--- src/rtl/flash_cmd_pkg.sv ---
package flash_cmd_pkg;

  typedef enum logic [1:0] {
    SEL_ARRAY  = 2'd0,
    SEL_STATUS = 2'd1,
    SEL_IDENT  = 2'd2
  } readSel_e;

  // Strobes from control to datapath, valid in the commit cycle
  typedef struct packed {
    logic latchBlk;
    logic setErr;
  } ctlStrobe_t;

  localparam logic [7:0] CMD_READ_ARRAY  = 8'hFF;
  localparam logic [7:0] CMD_READ_STATUS = 8'h70;
  localparam logic [7:0] CMD_READ_IDENT  = 8'h90;
  localparam logic [7:0] CMD_ERASE_SETUP = 8'h20;
  localparam logic [7:0] CMD_CONFIRM     = 8'hD0;
  localparam logic [7:0] CMD_SUSPEND     = 8'hB0;

endpackage

--- src/rtl/flash_cmd_dp.sv ---
module flash_cmd_dp
  import flash_cmd_pkg::*;
#(
  parameter int ADDR_W    = 12,
  parameter int BLK_W     = 3,
  parameter int RECOV_CYC = 4
) (
  input  logic              clk,
  input  logic              rstN,
  input  logic              pwrDownN,
  input  logic              ceN,
  input  logic              weN,
  input  logic [7:0]        busData,
  input  logic [ADDR_W-1:0] busAddr,
  input  ctlStrobe_t        ctl,
  output logic              commit,
  output logic [7:0]        cmdByte,
  output logic [BLK_W-1:0]  blockAddr,
  output logic              errFlag
);

  localparam int CNT_W = $clog2(RECOV_CYC + 2);
  localparam logic [CNT_W-1:0] RECOV_LOAD = CNT_W'(RECOV_CYC);

  logic              wrActive;
  logic              prevActive;
  logic [ADDR_W-1:0] capAddr;
  logic [CNT_W-1:0]  recovCnt;

  assign wrActive = !ceN && !weN;
  // end of write: first strobe has gone high
  assign commit   = prevActive && !wrActive && (recovCnt == '0) && pwrDownN;

  always_ff @(posedge clk or negedge rstN) begin
    if (!rstN) begin
      prevActive <= 1'b0;
      cmdByte    <= '0;
      capAddr    <= '0;
      recovCnt   <= RECOV_LOAD;
      blockAddr  <= '0;
      errFlag    <= 1'b0;
    end else if (!pwrDownN) begin
      prevActive <= 1'b0;
      recovCnt   <= RECOV_LOAD;
      errFlag    <= 1'b0;
    end else begin
      prevActive <= wrActive;
      if (wrActive) begin
        cmdByte <= busData;
        capAddr <= busAddr;
      end
      if (recovCnt != '0) recovCnt <= recovCnt - 1'b1;
      if (ctl.setErr)   errFlag   <= 1'b1;
      if (ctl.latchBlk) blockAddr <= capAddr[ADDR_W-1 -: BLK_W];
    end
  end

endmodule

--- src/rtl/flash_cmd_ctl.sv ---
module flash_cmd_ctl
  import flash_cmd_pkg::*;
(
  input  logic       clk,
  input  logic       rstN,
  input  logic       pwrDownN,
  input  logic       commit,
  input  logic [7:0] cmdByte,
  input  logic       seqBusy,
  input  logic       seqSuspended,
  output logic [1:0] readSel,
  output logic       eraseStart,
  output logic       suspendReq,
  output logic       resumeReq,
  output ctlStrobe_t ctl
);

  readSel_e selQ, selD;
  logic     setupPend, setupPendD;
  logic     startD, suspD, resD;

  always_comb begin
    selD       = selQ;
    setupPendD = setupPend;
    startD     = 1'b0;
    suspD      = 1'b0;
    resD       = 1'b0;
    ctl        = '0;
    if (commit) begin
      if (setupPend) begin
        setupPendD = 1'b0;
        selD       = SEL_STATUS;
        if (cmdByte == CMD_CONFIRM) begin
          startD       = 1'b1;
          ctl.latchBlk = 1'b1;
        end else begin
          ctl.setErr = 1'b1;
        end
      end else if (seqSuspended) begin
        unique case (cmdByte)
          CMD_READ_ARRAY:  selD = SEL_ARRAY;
          CMD_READ_STATUS: selD = SEL_STATUS;
          CMD_CONFIRM: begin
            resD = 1'b1;
            selD = SEL_STATUS;
          end
          default: ;
        endcase
      end else if (seqBusy) begin
        unique case (cmdByte)
          CMD_READ_ARRAY:  selD = SEL_ARRAY;
          CMD_READ_STATUS: selD = SEL_STATUS;
          CMD_READ_IDENT:  selD = SEL_IDENT;
          CMD_SUSPEND: begin
            suspD = 1'b1;
            selD  = SEL_STATUS;
          end
          default: ;
        endcase
      end else begin
        unique case (cmdByte)
          CMD_READ_ARRAY:  selD = SEL_ARRAY;
          CMD_READ_STATUS: selD = SEL_STATUS;
          CMD_READ_IDENT:  selD = SEL_IDENT;
          CMD_ERASE_SETUP: begin
            setupPendD = 1'b1;
            selD       = SEL_STATUS;
          end
          default: ;
        endcase
      end
    end
  end

  always_ff @(posedge clk or negedge rstN) begin
    if (!rstN) begin
      selQ       <= SEL_ARRAY;
      setupPend  <= 1'b0;
      eraseStart <= 1'b0;
      suspendReq <= 1'b0;
      resumeReq  <= 1'b0;
    end else if (!pwrDownN) begin
      selQ       <= SEL_ARRAY;
      setupPend  <= 1'b0;
      eraseStart <= 1'b0;
      suspendReq <= 1'b0;
      resumeReq  <= 1'b0;
    end else begin
      selQ       <= selD;
      setupPend  <= setupPendD;
      eraseStart <= startD;
      suspendReq <= suspD;
      resumeReq  <= resD;
    end
  end

  assign readSel = selQ;

endmodule

--- src/rtl/flash_cmd_ctrl.sv ---
module flash_cmd_ctrl
  import flash_cmd_pkg::*;
#(
  parameter int ADDR_W    = 12,
  parameter int BLK_W     = 3,
  parameter int RECOV_CYC = 4
) (
  input  logic              clk,
  input  logic              rstN,
  input  logic              pwrDownN,
  input  logic              ceN,
  input  logic              weN,
  input  logic [7:0]        busData,
  input  logic [ADDR_W-1:0] busAddr,
  input  logic              seqBusy,
  input  logic              seqSuspended,
  output logic [1:0]        readSel,
  output logic [BLK_W-1:0]  blockAddr,
  output logic              eraseStart,
  output logic              suspendReq,
  output logic              resumeReq,
  output logic              errFlag,
  output logic              seqRstN
);

  ctlStrobe_t ctl;
  logic       commit;
  logic [7:0] cmdByte;

  flash_cmd_dp #(
    .ADDR_W(ADDR_W), .BLK_W(BLK_W), .RECOV_CYC(RECOV_CYC)
  ) uDp (
    .clk(clk), .rstN(rstN), .pwrDownN(pwrDownN),
    .ceN(ceN), .weN(weN), .busData(busData), .busAddr(busAddr),
    .ctl(ctl), .commit(commit), .cmdByte(cmdByte),
    .blockAddr(blockAddr), .errFlag(errFlag)
  );

  flash_cmd_ctl uCtl (
    .clk(clk), .rstN(rstN), .pwrDownN(pwrDownN),
    .commit(commit), .cmdByte(cmdByte),
    .seqBusy(seqBusy), .seqSuspended(seqSuspended),
    .readSel(readSel), .eraseStart(eraseStart),
    .suspendReq(suspendReq), .resumeReq(resumeReq), .ctl(ctl)
  );

  assign seqRstN = rstN && pwrDownN;

endmodule

--- config.mk ---
export PLATFORM = sky130hd
export DESIGN_NAME = flash_cmd_ctrl
export DESIGN_NICKNAME = d
export VERILOG_FILES = /design/src/rtl/flash_cmd_pkg.sv /design/src/rtl/flash_cmd_dp.sv /design/src/rtl/flash_cmd_ctl.sv /design/src/rtl/flash_cmd_ctrl.sv
export SDC_FILE = /design/constraint.sdc
export NUM_CORES = 1
export LEC_CHECK = 0
export BUFFER_PORTS_ARGS = -buffer_cell sky130_fd_sc_hd__buf_2
export CELL_PAD_IN_SITES_DETAIL_PLACEMENT = 0
export CELL_PAD_IN_SITES_GLOBAL_PLACEMENT = 1
export CORE_ASPECT_RATIO = 1.5
export CORE_MARGIN = 3
export CORE_UTILIZATION = 36
export DETAILED_ROUTE_END_ITERATION = 16
export GPL_TIMING_DRIVEN = 0
export PLACE_DENSITY_LB_ADDON = 0.1
export SLEW_MARGIN = 20
export SYNTH_ARGS = -nofsm -noshare
export SYNTH_HDL_FRONTEND = slang
export SYNTH_SLANG_ARGS = --single-unit
export TNS_END_PERCENT = 100
--- constraint.sdc ---
create_clock -name clk -period 1.95 [get_ports clk]
set_clock_uncertainty 0.1 [all_clocks]
set_input_delay 0.195 -clock clk [delete_from_list [all_inputs] [get_ports clk]]
set_output_delay 0.195 -clock clk [all_outputs]
set_load 0.05 [all_outputs]
Yosys cells after proc, flatten, opt, wreduce, memory -nomap -nowiden --
Cells that the tools add are included.
Storage, ports and cells: register bits after elaboration 34, input port bits 27, word-level logic and storage cells 76
Cells by class: add/subtract/negate cells 1, equal/unequal tests 12, muxes and demuxes 36, reduce and logical (&&, ||, !) cells 16
Operators with widths (number):
- equality test 8 bit (second input constant) | 4
- two-way mux 1 bit | 24
- two-way mux 2 bit | 7
- one-hot mux 2 bit (3 select lines) | 2
- equality test 8 x 6 -> 1 bit (second input constant) | 1
- equality test 8 x 7 -> 1 bit (second input constant) | 1
- != test 7 x 2 -> 1 bit (second input constant) | 1
- != test 7 x 3 -> 1 bit (second input constant) | 1
- two-way mux 3 bit | 2
- != test 2 x 1 -> 1 bit (second input constant) | 3
- OR reduction 2 bit | 3
- logical AND 1 bit | 5
- != test 5 x 3 -> 1 bit (second input constant) | 1
- one-hot mux 2 bit (2 select lines) | 1
- AND reduction 2 bit | 2
- AND reduction 4 bit | 1
- zero test 1 bit | 3
- zero test 3 bit | 1
- nonzero test 3 bit | 1
- subtractor 3 x 1 -> 3 bit (second input constant) | 1

Longest topological paths before layout --
Gate-level depths: netlist of the first run.
word-level depth 9, mapped depth 7

Hierarchy --
From an unflattened synthesis of the first run, not the netlist that was laid out.
Second synthesis, totals: cells, all modules 104, area total of the unflattened synthesis 1222.4 sq um
By module, submodules not included:
- flash_cmd_dp | instances 1, cells an instance 51, area each 773.2 sq um, sequential area each 476.7 sq um
- flash_cmd_ctl | instances 1, cells an instance 52, area each 442.9 sq um, sequential area each 150.1 sq um
- flash_cmd_ctrl | instances 1, cells an instance 1, area each 6.3 sq um, sequential area each 0.0 sq um

Worst setup path after synthesis of the first run --
Ideal clock, no wire load.
path type register to register, start reg uDp.cmdByte[0], end reg uCtl.selQ[0] (netlist: uCtl.readSel[0]), library setup time 0.125 ns, data arrival time 1.844 ns, required time 1.725 ns, slack -0.119 ns, stages on the path, launching flop included 6, cells stage by stage dfrtp_1 > or4_4 > nor4b_4 > a311oi_1 > a211o_1 > mux2_4
Between the ends: cells in the longest elaborated chain, start to end 8
RTL lines:
- start, declared | line flash_cmd_dp.sv:17 | output logic [7:0] cmdByte,
- start signal, assigned | line flash_cmd_dp.sv:49 | cmdByte <= busData;
- equality test 8 x 7 -> 1 bit, or another cell as far along | line flash_cmd_ctl.sv:40, flash_cmd_ctl.sv:50, flash_cmd_ctl.sv:61
- OR reduction 2 bit (no line)
- one-hot mux 2 bit (3 select lines), on equally long branches | line flash_cmd_ctl.sv:61, flash_cmd_ctl.sv:50
- two-way mux 2 bit | line flash_cmd_ctl.sv:49 | end else if (seqBusy) begin
- two-way mux 2 bit | line flash_cmd_ctl.sv:39 | end else if (seqSuspended) begin
- two-way mux 2 bit | line flash_cmd_ctl.sv:30 | if (setupPend) begin
- two-way mux 2 bit | line flash_cmd_ctl.sv:29 | if (commit) begin
- two-way mux 2 bit | line flash_cmd_ctl.sv:82 | end else if (!pwrDownN) begin
- end signal, assigned | line flash_cmd_ctl.sv:89 | selQ <= selD;
- end, declared | line flash_cmd_ctl.sv:18 | readSel_e selQ, selD;
Several ways; a longest one is shown, not always the timed one. The select of a mux whose other input is x is not followed. A chain may end at the register's enable or synchronous reset.

Worst setup path in the final report of the first run --
start reg uDp.cmdByte[3], end reg uCtl.selQ[0] (netlist: uCtl.readSel[0])
The elaborated chain is that of the path after synthesis.

==> results.ini, run 1 <==
[floorplanning]
row_count = 26
die_area_sq_mm = 0.00436
pin_count = 37
dieHeight_um = 79.4
die_x_um = 54.9
core_sq_mm = 0.00342
start_util_pct = 37.9

[layout]
diodes = 0
final_core_util_pct = 48.0
fin_cells = 191
drive_gt1_share_pct = 47.0
fin_area_sq_mm = 0.00164
area_delta_synth_final_pct = 26.8
final_nets = 179

[pwr]
switchingPower_mw = 0.405
p_int_mw = 0.945
p_per_area_mw_per_mm2 = 823
ir_drop_uv = 478
leakagePower_nw = 0.777
p_seq_share_pct = 47.6
p_sw_share_pct = 30.0
combPwrFrac_pct = 29.8
clkPwrFrac_pct = 22.7

[route]
remaining_drc_errors = 0
vias_per_cell = 5.18
wl_per_cell_um = 14.8
first_iter_violations = 6
num_vias = 990
wirelength_um = 2820
ant_nets = 0
dr.pass1.iters = 4

[clock_network]
clock_latency_ns = 0.27
path_clk_slew_ns = 0.09
numCtsBuffers = 3
cts-htree-levels = 1
cts.sinks = 25
clock_path_buffers = 2
cts_tree = done
cts_root_buffer = clkbuf_8

[sta]
finalMaxSlewViolations = 0
setup_viol = 5
slew_headroom_pct = 63.3
layout_min_cycle_time_ns = 2.11
worst_slew_pin_slew_ns = 0.550
fmax_ghz = 0.474
fin_ws_ns = -0.159
finalCritPeriodShare_pct = 108
setup_tns_ns = -0.379
hold_viol = 0
rsz0062_at_grt = yes

[logic_synthesis]
ys_async_sr_fraction_pct = 100
yosysTopAreaCellShare_pct = 46.4
seq_area_frac_synth_pct = 48.5
synth_nets = 136
synth_cell_types = 39
syn_area_per_cell_sq_um = 12.1
synth-seq-cells = 25
synth-main-ff-cell = dfrtp_1
netlist_area_sq_mm = 0.00129
synthCells = 107
ys_top_cells_by_area = dfrtp_1 46%, mux2_2 12%, clkbuf_8 3.2%, and4_1 2.7%, dfstp_2 2.0%
synth_top_area_cell = dfrtp_1
synth_edf_count = 0
ys.warnings.count = 0

[global_routing]
grt_pass1_wl_um = 4640
grt_max_degree = 25
grt_usage_pct = 14.5
first_global_vias = 1042
antenna_found_initial = 0
grt-ovfl-total = 0

[critical_path]
crit_path_start_kind = register
crit_start = uDp.cmdByte[3]
crit_arrival_ns = 2.16
crit_chain = or4_4 -> nor4b_4 -> a311oi_2 -> a211o_1 -> mux2_4
slowest_delay_ns = 0.56
r2r-start = uDp.cmdByte[3]
critPathMaxFanout = 2
worstSetupPathType = register to register
slowest_stage = or4_4
r2r_slack_ns = -0.16
worstPathRequired_ns = 2.01
end_kind = register

[placement]
io_buffers = 27
gp_congestion = 0.815
dp_hpwl_um = 2030
placedInstanceArea_sq_mm = 0.00148
place_inst = 176

[status]
violations = setup timing
outcome = finished with violations

[min_path]
min_from = busAddr[11]
hold_class = primary input to register

[flow_run]
max-cap-violations = 0

==> placed cells by master, fill, tap and decap left out, types with 2 or more instances in the layout <==
cell,instances
o21ai_0,2
nand4_1,4
inv_1,2
buf_2,28
dlygate4sd3_1,2
nand2_1,7
nand3b_1,2
and4_1,4
and2_1,3
nor3b_1,3
nor2b_1,2
ha_1,2
clkbuf_8,6
o211ai_1,2
nor2_1,4
buf_4,8
nand4b_1,2
mux2_2,14
dfrtp_1,24
==> metal layers <==
layer  wire (um)  vias up  share of wire [%]  GRT usage (%)
met2        1580       22                 56           26.2
met1        1080      479                 38           15.0
li1            -      483                  -              -
met3         106        6                3.8           2.24
met5           0        -                  0              0
met4          57        0                2.0           7.54
==> critical path, delay by kind of cell (launching register included) <==
family          cells  cell delay, ns
simple gates        2            0.82
mux                 1            0.30
flops               1            0.39
compound gates      2            0.39
==> sequential cells by signal (all words and copies together), names as in the netlist <==
register         flops
uDp.prevActive       1
uDp.blockAddr        3
uDp.errFlag          1
uCtl.setupPend       1
uCtl.eraseStart      1
uDp.recovCnt         3
uCtl.suspendReq      1
uCtl.resumeReq       1
uDp.cmdByte          8
uCtl.readSel         2
uDp.capAddr          3
==> cells in the mapped netlist, types with 2 or more instances <==
| cell type | count |
|---|---|
| nand2_1 | 7 |
| nand4b_1 | 2 |
| mux2_2 | 14 |
| nor2b_1 | 3 |
| nand4_1 | 4 |
| inv_1 | 2 |
| nor3_1 | 2 |
| o21ai_0 | 2 |
| nor3b_1 | 3 |
| clkbuf_8 | 3 |
| dfrtp_1 | 24 |
| o211ai_1 | 2 |
| nand3b_1 | 2 |
| nor2_1 | 4 |
| nor4_1 | 2 |
| and4_1 | 4 |
| and2_1 | 3 |
| ha_1 | 2 |
| clkbuf_1 | 2 |
==> what timing repair did <==
item | CTS | global route
resized for setup | 5 | 2
pin swaps | 1 | 2
hold buffers | 2 | 1
setup endpoints to repair | 8 | 5
hold endpoints to repair | 24 | 24
buffers inserted | 6 | 2
==> kinds of logic (layout without fill, tap and decap cells) <==
family                     after synthesis  after routing  synth area share [%]
AOI/OAI and AO/OA                       13             13                  7.74
xor gates and xnor gates                 2              2                  1.35
adders and majority gates                2              2                  1.93
buffers and inverters                    8             50                  5.22
DFF                                     25             25                  48.5
muxes                                   16             16                  14.1
and+or+nand+nor                         41             41                  21.2
==> final cells by class <==
type / instances / area (sq um)
repair buffers: 38 / 220
well taps: 42 / 52.6
clock buffers: 3 / 41.3
inverters: 2 / 7.51
clock inverters: 1 / 5.00
flip-flops and latches: 25 / 627
multi-input cells: 74 / 626
plain buffers: 6 / 61.3
fillers: 334 / 1780
==> path summary, 6_finish.rpt <==
| path | depth (start not counted) | to |
|---|---|---|
| worst min register to register | 1 | uDp.errFlag |
| max in group asynchronous | 3 | uDp.recovCnt[2] |
| worst max-delay path | 5 | uCtl.readSel[0] |
| worst max register to register | 5 | uCtl.readSel[0] |
| worst min-delay path | 2 | uDp.capAddr[11] |
| min in group asynchronous | 3 | uDp.recovCnt[0] |
==> power groups by stage <==
stage	clock network, mW	registers (mW)	logic [mW]
after detailed placement	0	0.654	0.359
final	0.306	0.642	0.402
after floorplan	0	0.644	0.271
after CTS	0.322	0.643	0.404
after global routing	0.346	0.654	0.455
after global placement	0	0.650	0.340
==> stage by stage <==
step | setup slack (ns) | total power [mW] | hold slack (ns)
3_3_place_gp | -0.344 | 0.991 | 0.113
4_1_cts | -0.155 | 1.37 | 0.0430
5_1_grt | -0.238 | 1.46 | 0.0354
2_1_floorplan | -0.0758 | 0.915 | -0.201
6_report | -0.159 | 1.35 | 0.0481
3_5_place_dp | -0.385 | 1.01 | 0.119
No activity file was read; power rests on OpenSTA's default activity.
==> run 2: changes to the inputs <==
--- a/config.mk
+++ b/config.mk
@@ -13,7 +13,7 @@
 export CORE_UTILIZATION = 36
 export DETAILED_ROUTE_END_ITERATION = 16
 export GPL_TIMING_DRIVEN = 0
-export PLACE_DENSITY_LB_ADDON = 0.1
+export PLACE_DENSITY_LB_ADDON = 0.08
 export SLEW_MARGIN = 20
 export SYNTH_ARGS = -nofsm -noshare
 export SYNTH_HDL_FRONTEND = slang
==> run 2 against run 1 <==
Effect of this change: the flow still finishes with violations (setup timing); worst hold slack improved by 0.0011 ns; die area unchanged; maximum frequency about the same; flip-flop and latch count stayed put; cell count down 1.0%; via count down 0.61%; non-clock buffer count fell by 2; combinational power fell by 3%; final area shrank 0.38%; clock power barely moved; power shrank 0.66%; highest routed layer unchanged.
==> results.ini, run 2 (synthesis gave the netlist of run 1 again) <==
[global_routing]
grt_max_degree = 25
first_global_vias = 1065
busiest_layer = met2
met2_usage_pct = 24.9
grt_usage_pct = 14.1
gr-usage-met3_pct = 2.62
grt_pass1_wl_um = 4540
antenna_found_initial = 0
grt-ovfl-total = 0
met1_usage_pct = 15.0

[min_path]
hold_class = primary input to register
min_from = busAddr[9]

[clock_network]
cts_root_buffer = clkbuf_8
path_clk_slew_ns = 0.09
cts_tree = done
cts-htree-levels = 1
clock_latency_ns = 0.27
cts.sinks = 25
clock_path_buffers = 2
numCtsBuffers = 3

[route]
vias_per_cell = 5.21
num_vias = 984
remaining_drc_errors = 0
first_iter_violations = 13
ant_nets = 0
wirelength_um = 2700
wl_per_cell_um = 14.3
dr.pass1.iters = 4

[layout]
seqCellArea_sq_um = 627
regMostFlops = uDp.cmdByte
most-common-layout-cells = 27 x buf_2, 24 x dfrtp_1, 13 x mux2_2, 7 x nand2_1, 7 x buf_4
fillCellCount = 344
largest_reg_flops = 8
final_core_util_pct = 47.8
final_nets = 177
multi_input_area_sq_um = 623
layout_commonest_cell = buf_2
area_delta_synth_final_pct = 26.3
drive_gt1_share_pct = 45.6
diodes = 0

[placement]
io_buffers = 27
gp_congestion = 0.771
dp_hpwl_um = 2000
dpl_worst_slack_ns = -0.316

[critical_path]
critPathMaxFanout = 4
crit_chain = or4_4 -> nor4b_4 -> a311oi_1 -> a211o_1 -> mux2_4
worstPathRequired_ns = 2.01
crit_start = uDp.cmdByte[1]
r2r-start = uDp.cmdByte[1]
slowest_delay_ns = 0.55
worstSetupPathType = register to register
slowest_stage = or4_4
crit_arrival_ns = 2.17
critPathBufInv = 0
end_kind = register
cpLargestDelayFamily = simple AND/OR/NAND/NOR gates
crit_path_start_kind = register

[pwr]
leakagePower_nw = 0.772
ir_drop_uv = 525
p_per_area_mw_per_mm2 = 821

[sta]
slew_headroom_pct = 66.6
setup_viol = 5
hold_ws_ns = 0.0492
finalCritPeriodShare_pct = 108
hold_viol = 0
setup_tns_ns = -0.595
layout_min_cycle_time_ns = 2.11
finalMaxSlewViolations = 0
worst_slew_pin_slew_ns = 0.501
fin_ws_ns = -0.159
rsz0062_at_grt = yes
fmax_ghz = 0.474

[status]
outcome = finished with violations
violations = setup timing

[floorplanning]
die_x_um = 54.9
die_area_sq_mm = 0.00436
start_util_pct = 37.9
core_sq_mm = 0.00342
row_count = 26
dieHeight_um = 79.4
pin_count = 37

[flow_run]
max-cap-violations = 0

## run 2: cell count changes in the layout (fill, tap and decap cells not counted)
cell,before,now
a311oi_2,1,0
buf_2,28,27
clkbuf_2,1,0
buf_12,0,1
clkbuf_1,1,2
mux2_4,1,2
a311oi_1,0,1
dlygate4sd3_1,2,1
mux2_2,14,13
buf_4,8,7
## run 2: through the flow
step,cell area (sq um),std cells,power [mW]
3_3_place_gp,1480,176,0.992
4_1_cts,1590,185,1.34
6_report,1630,189,1.34
2_1_floorplan,1290,107,0.915
3_5_place_dp,1480,176,1.01
5_1_grt,1630,189,1.44
## run 2: repair_timing
action	in CTS	in global routing
setup endpoints to repair	6	6
pin swaps	1	2
setup buffers	3	4
hold endpoints to repair	24	0
hold buffers	2	0
resized for setup	3	2
## run 2: where the power goes
part / internal [mW] / total, mW / switching (mW)
Clock: 0.143 / 0.306 / 0.164
Sequential: 0.596 / 0.645 / 0.0496
Combinational: 0.204 / 0.389 / 0.185
## run 2: worst reg2reg max path, delay by kind of cell (launching register included)
kind	cells	cell delay, ns
AO/OA/AOI/OAI	2	0.39
AND/OR/NAND/NOR	2	0.79
flip-flops	1	0.42
multiplexers	1	0.30
## run 2: layer usage
layer	share of wire [%]	wire length, um	vias to the layer above
met5	0	0	-
met1	38	1010	471
li1	-	-	481
met3	3.9	106	8
met2	56	1500	24
met4	2.6	70	0
## run 2: area by class of cell
type                    count  area share (%)
flip-flops and latches     25            38.4
multi-input cells          74            38.1
repair buffers             36            13.3
well taps                  42            3.22
clock buffers               3            2.53
plain buffers               6            3.68
inverters                   2           0.459
clock inverters             1           0.306
## run 2: worst paths after layout
kind / to / slack (ns) / cells past startpoint
min in group asynchronous: uDp.recovCnt[0] / 0.34 / 3
worst min-delay path: uDp.capAddr[9] / 0.05 / 2
worst max register to register: uCtl.readSel[0] / -0.16 / 5
worst min register to register: uDp.errFlag / 0.40 / 1
max in group asynchronous: uDp.cmdByte[4] / 1.27 / 3
worst max-delay path: uCtl.readSel[0] / -0.16 / 5
==> run 3: changes to the inputs <==
--- a/config.mk
+++ b/config.mk
@@ -9,7 +9,7 @@
 export CELL_PAD_IN_SITES_DETAIL_PLACEMENT = 0
 export CELL_PAD_IN_SITES_GLOBAL_PLACEMENT = 1
 export CORE_ASPECT_RATIO = 1.5
-export CORE_MARGIN = 3
+export CORE_MARGIN = 4
 export CORE_UTILIZATION = 36
 export DETAILED_ROUTE_END_ITERATION = 16
 export GPL_TIMING_DRIVEN = 0
==> run 3 against run 2 <==
Effect of this change: die area increased by 6.2%; worst hold slack got worse by 0.00097 ns; sequential share of layout area decreased by 0.20 points; the run still ends with setup timing left; largest cell class is now multi-input gates; register-to-register slack about the same; sequential power about the same; critical endpoint unchanged; combinational power increased by 1%; flip-flop and latch count unchanged; non-clock buffer count unchanged; clock power increased by 5%; power increased by 1.2%; clock-buffer cell count unchanged.
==> results.ini, run 3 (synthesis gave the netlist of run 1 again) <==
[route]
first_iter_violations = 10
wl_per_cell_um = 15.0
dr.pass1.iters = 4
remaining_drc_errors = 0
num_vias = 984
wirelength_um = 2840
vias_per_cell = 5.21
ant_nets = 0

[layout]
final_nets = 177
layout_commonest_cell = buf_2
most-common-layout-cells = 27 x buf_2, 24 x dfrtp_1, 13 x mux2_2, 7 x nand2_1, 7 x buf_4
diodes = 0
multi_input_area_sq_um = 629
regMostFlops = uDp.cmdByte
drive_gt1_share_pct = 46.3
seqCellArea_sq_um = 627
area_delta_synth_final_pct = 27.0
largest_reg_flops = 8
fin_area_sq_mm = 0.00164
fillCellCount = 342

[placement]
io_buffers = 27
dp_hpwl_um = 2080
dpl_worst_slack_ns = -0.315
gp_congestion = 0.836
placedInstanceArea_sq_mm = 0.00148

[sta]
hold_viol = 0
fmax_ghz = 0.477
finalCritPeriodShare_pct = 107
setup_viol = 5
slew_headroom_pct = 66.6
finalMaxSlewViolations = 0
setup_tns_ns = -0.352
layout_min_cycle_time_ns = 2.10
rsz0062_at_grt = yes
worst_slew_pin_slew_ns = 0.502
fin_ws_ns = -0.146
hold_ws_ns = 0.0483

[critical_path]
crit_arrival_ns = 2.16
worstSetupPathType = register to register
crit_path_end = uCtl.readSel[0]
crit_chain = or4_4 -> nor4b_4 -> a311oi_1 -> a211o_1 -> mux2_4
reg2reg_depth = 5
slowest_stage = or4_4
crit_path_start_kind = register
reg2reg_to = uCtl.readSel[0]
worstPathRequired_ns = 2.01
r2r-start = uDp.cmdByte[3]
crit_start = uDp.cmdByte[3]
cpLargestDelayFamily = simple AND/OR/NAND/NOR gates
r2r_slack_ns = -0.15
critPathBufInv = 0
worst-path-stages = 5
slowest_delay_ns = 0.56
end_kind = register
critPathMaxFanout = 3

[global_routing]
grt_usage_pct = 13.0
first_global_vias = 1069
grt_max_degree = 25
grt-ovfl-total = 0
grt_pass1_wl_um = 4720
antenna_found_initial = 0

[status]
violations = setup timing
outcome = finished with violations

[floorplanning]
core_sq_mm = 0.00345
start_util_pct = 37.5
die_area_sq_mm = 0.00464
die_x_um = 56.9
dieHeight_um = 81.4
row_count = 26
pin_count = 37

[clock_network]
cts.sinks = 25
numCtsBuffers = 3
clock_path_buffers = 2
cts_tree = done
clock_latency_ns = 0.27
path_clk_slew_ns = 0.09
cts_root_buffer = clkbuf_8
cts-htree-levels = 1

[flow_run]
max-cap-violations = 0

[pwr]
leakagePower_nw = 0.768
ir_drop_uv = 525
p_per_area_mw_per_mm2 = 826

[min_path]
min_from = busAddr[10]
hold_class = primary input to register

==> run 3: changes by cell type in the layout (fill, tap and decap cells not counted) <==
cell        change
clkinv_2        -1
nor4_1          -1
nor4_2          +1
clkinvlp_4      +1
==> run 3: where the power goes <==
| part | switching (mW) | leakage [nW] | internal, mW |
|---|---|---|---|
| Combinational | 0.190 | 0.427 | 0.204 |
| Clock | 0.175 | 0.0217 | 0.145 |
| Sequential | 0.0481 | 0.319 | 0.596 |
==> run 3: final cells by class <==
type / instances / area share (%)
plain buffers: 6 / 3.66
inverters: 2 / 0.457
well taps: 42 / 3.20
clock buffers: 3 / 2.51
flip-flops and latches: 25 / 38.2
clock inverters: 1 / 0.457
repair buffers: 36 / 13.3
multi-input cells: 74 / 38.3
==> run 3: worst register-to-register path, cell delays in order (launching register included) <==
cell      delay, ns
dfrtp_1        0.40
or4_4          0.56
nor4b_4        0.24
a311oi_1       0.08
a211o_1        0.29
mux2_4         0.31
==> run 3: worst min-delay path by stage <==
| stage | endpoint | slack (ns) | depth (start not counted) |
|---|---|---|---|
| 3_3_place_gp | uCtl.resumeReq | 0.12 | 1 |
| 3_5_place_dp | uCtl.readSel[0] | 0.13 | 1 |
| 5_1_grt | uDp.capAddr[9] | 0.04 | 2 |
| 2_1_floorplan | uCtl.eraseStart | -0.20 | 0 |
| 6_report | uDp.capAddr[10] | 0.05 | 2 |
| 4_1_cts | uDp.capAddr[10] | 0.04 | 2 |
==> run 3: per-stage QoR <==
stage / cells / power, mW / util, %
global route: 189 / 1.44 / 47.6
global placement: 176 / 0.995 / 43.0
detailed placement: 176 / 1.01 / 43.0
finish: 189 / 1.36 / 47.6
CTS: 186 / 1.35 / 46.5
floorplan: 107 / 0.915 / -
==> run 3: repair_timing <==
| action | in CTS | in global routing |
|---|---|---|
| pin swaps | 1 | 2 |
| buffers inserted | 4 | 3 |
| resized for setup | 3 | 3 |
| endpoints found under the hold margin | 24 | 0 |
| hold buffers | 2 | 0 |
| endpoints found under the setup margin | 6 | 7 |
==> run 3: metal layers <==
| metal | vias to the layer above | global-route usage (%) | part of all wire, % |
|---|---|---|---|
| li1 | 476 | - | - |
| met1 | 489 | 13.2 | 38 |
| met2 | 17 | 26.3 | 57 |
| met3 | 2 | 2.04 | 3.7 |
| met4 | 0 | 4.41 | 0.77 |
| met5 | - | 0 | 0 |
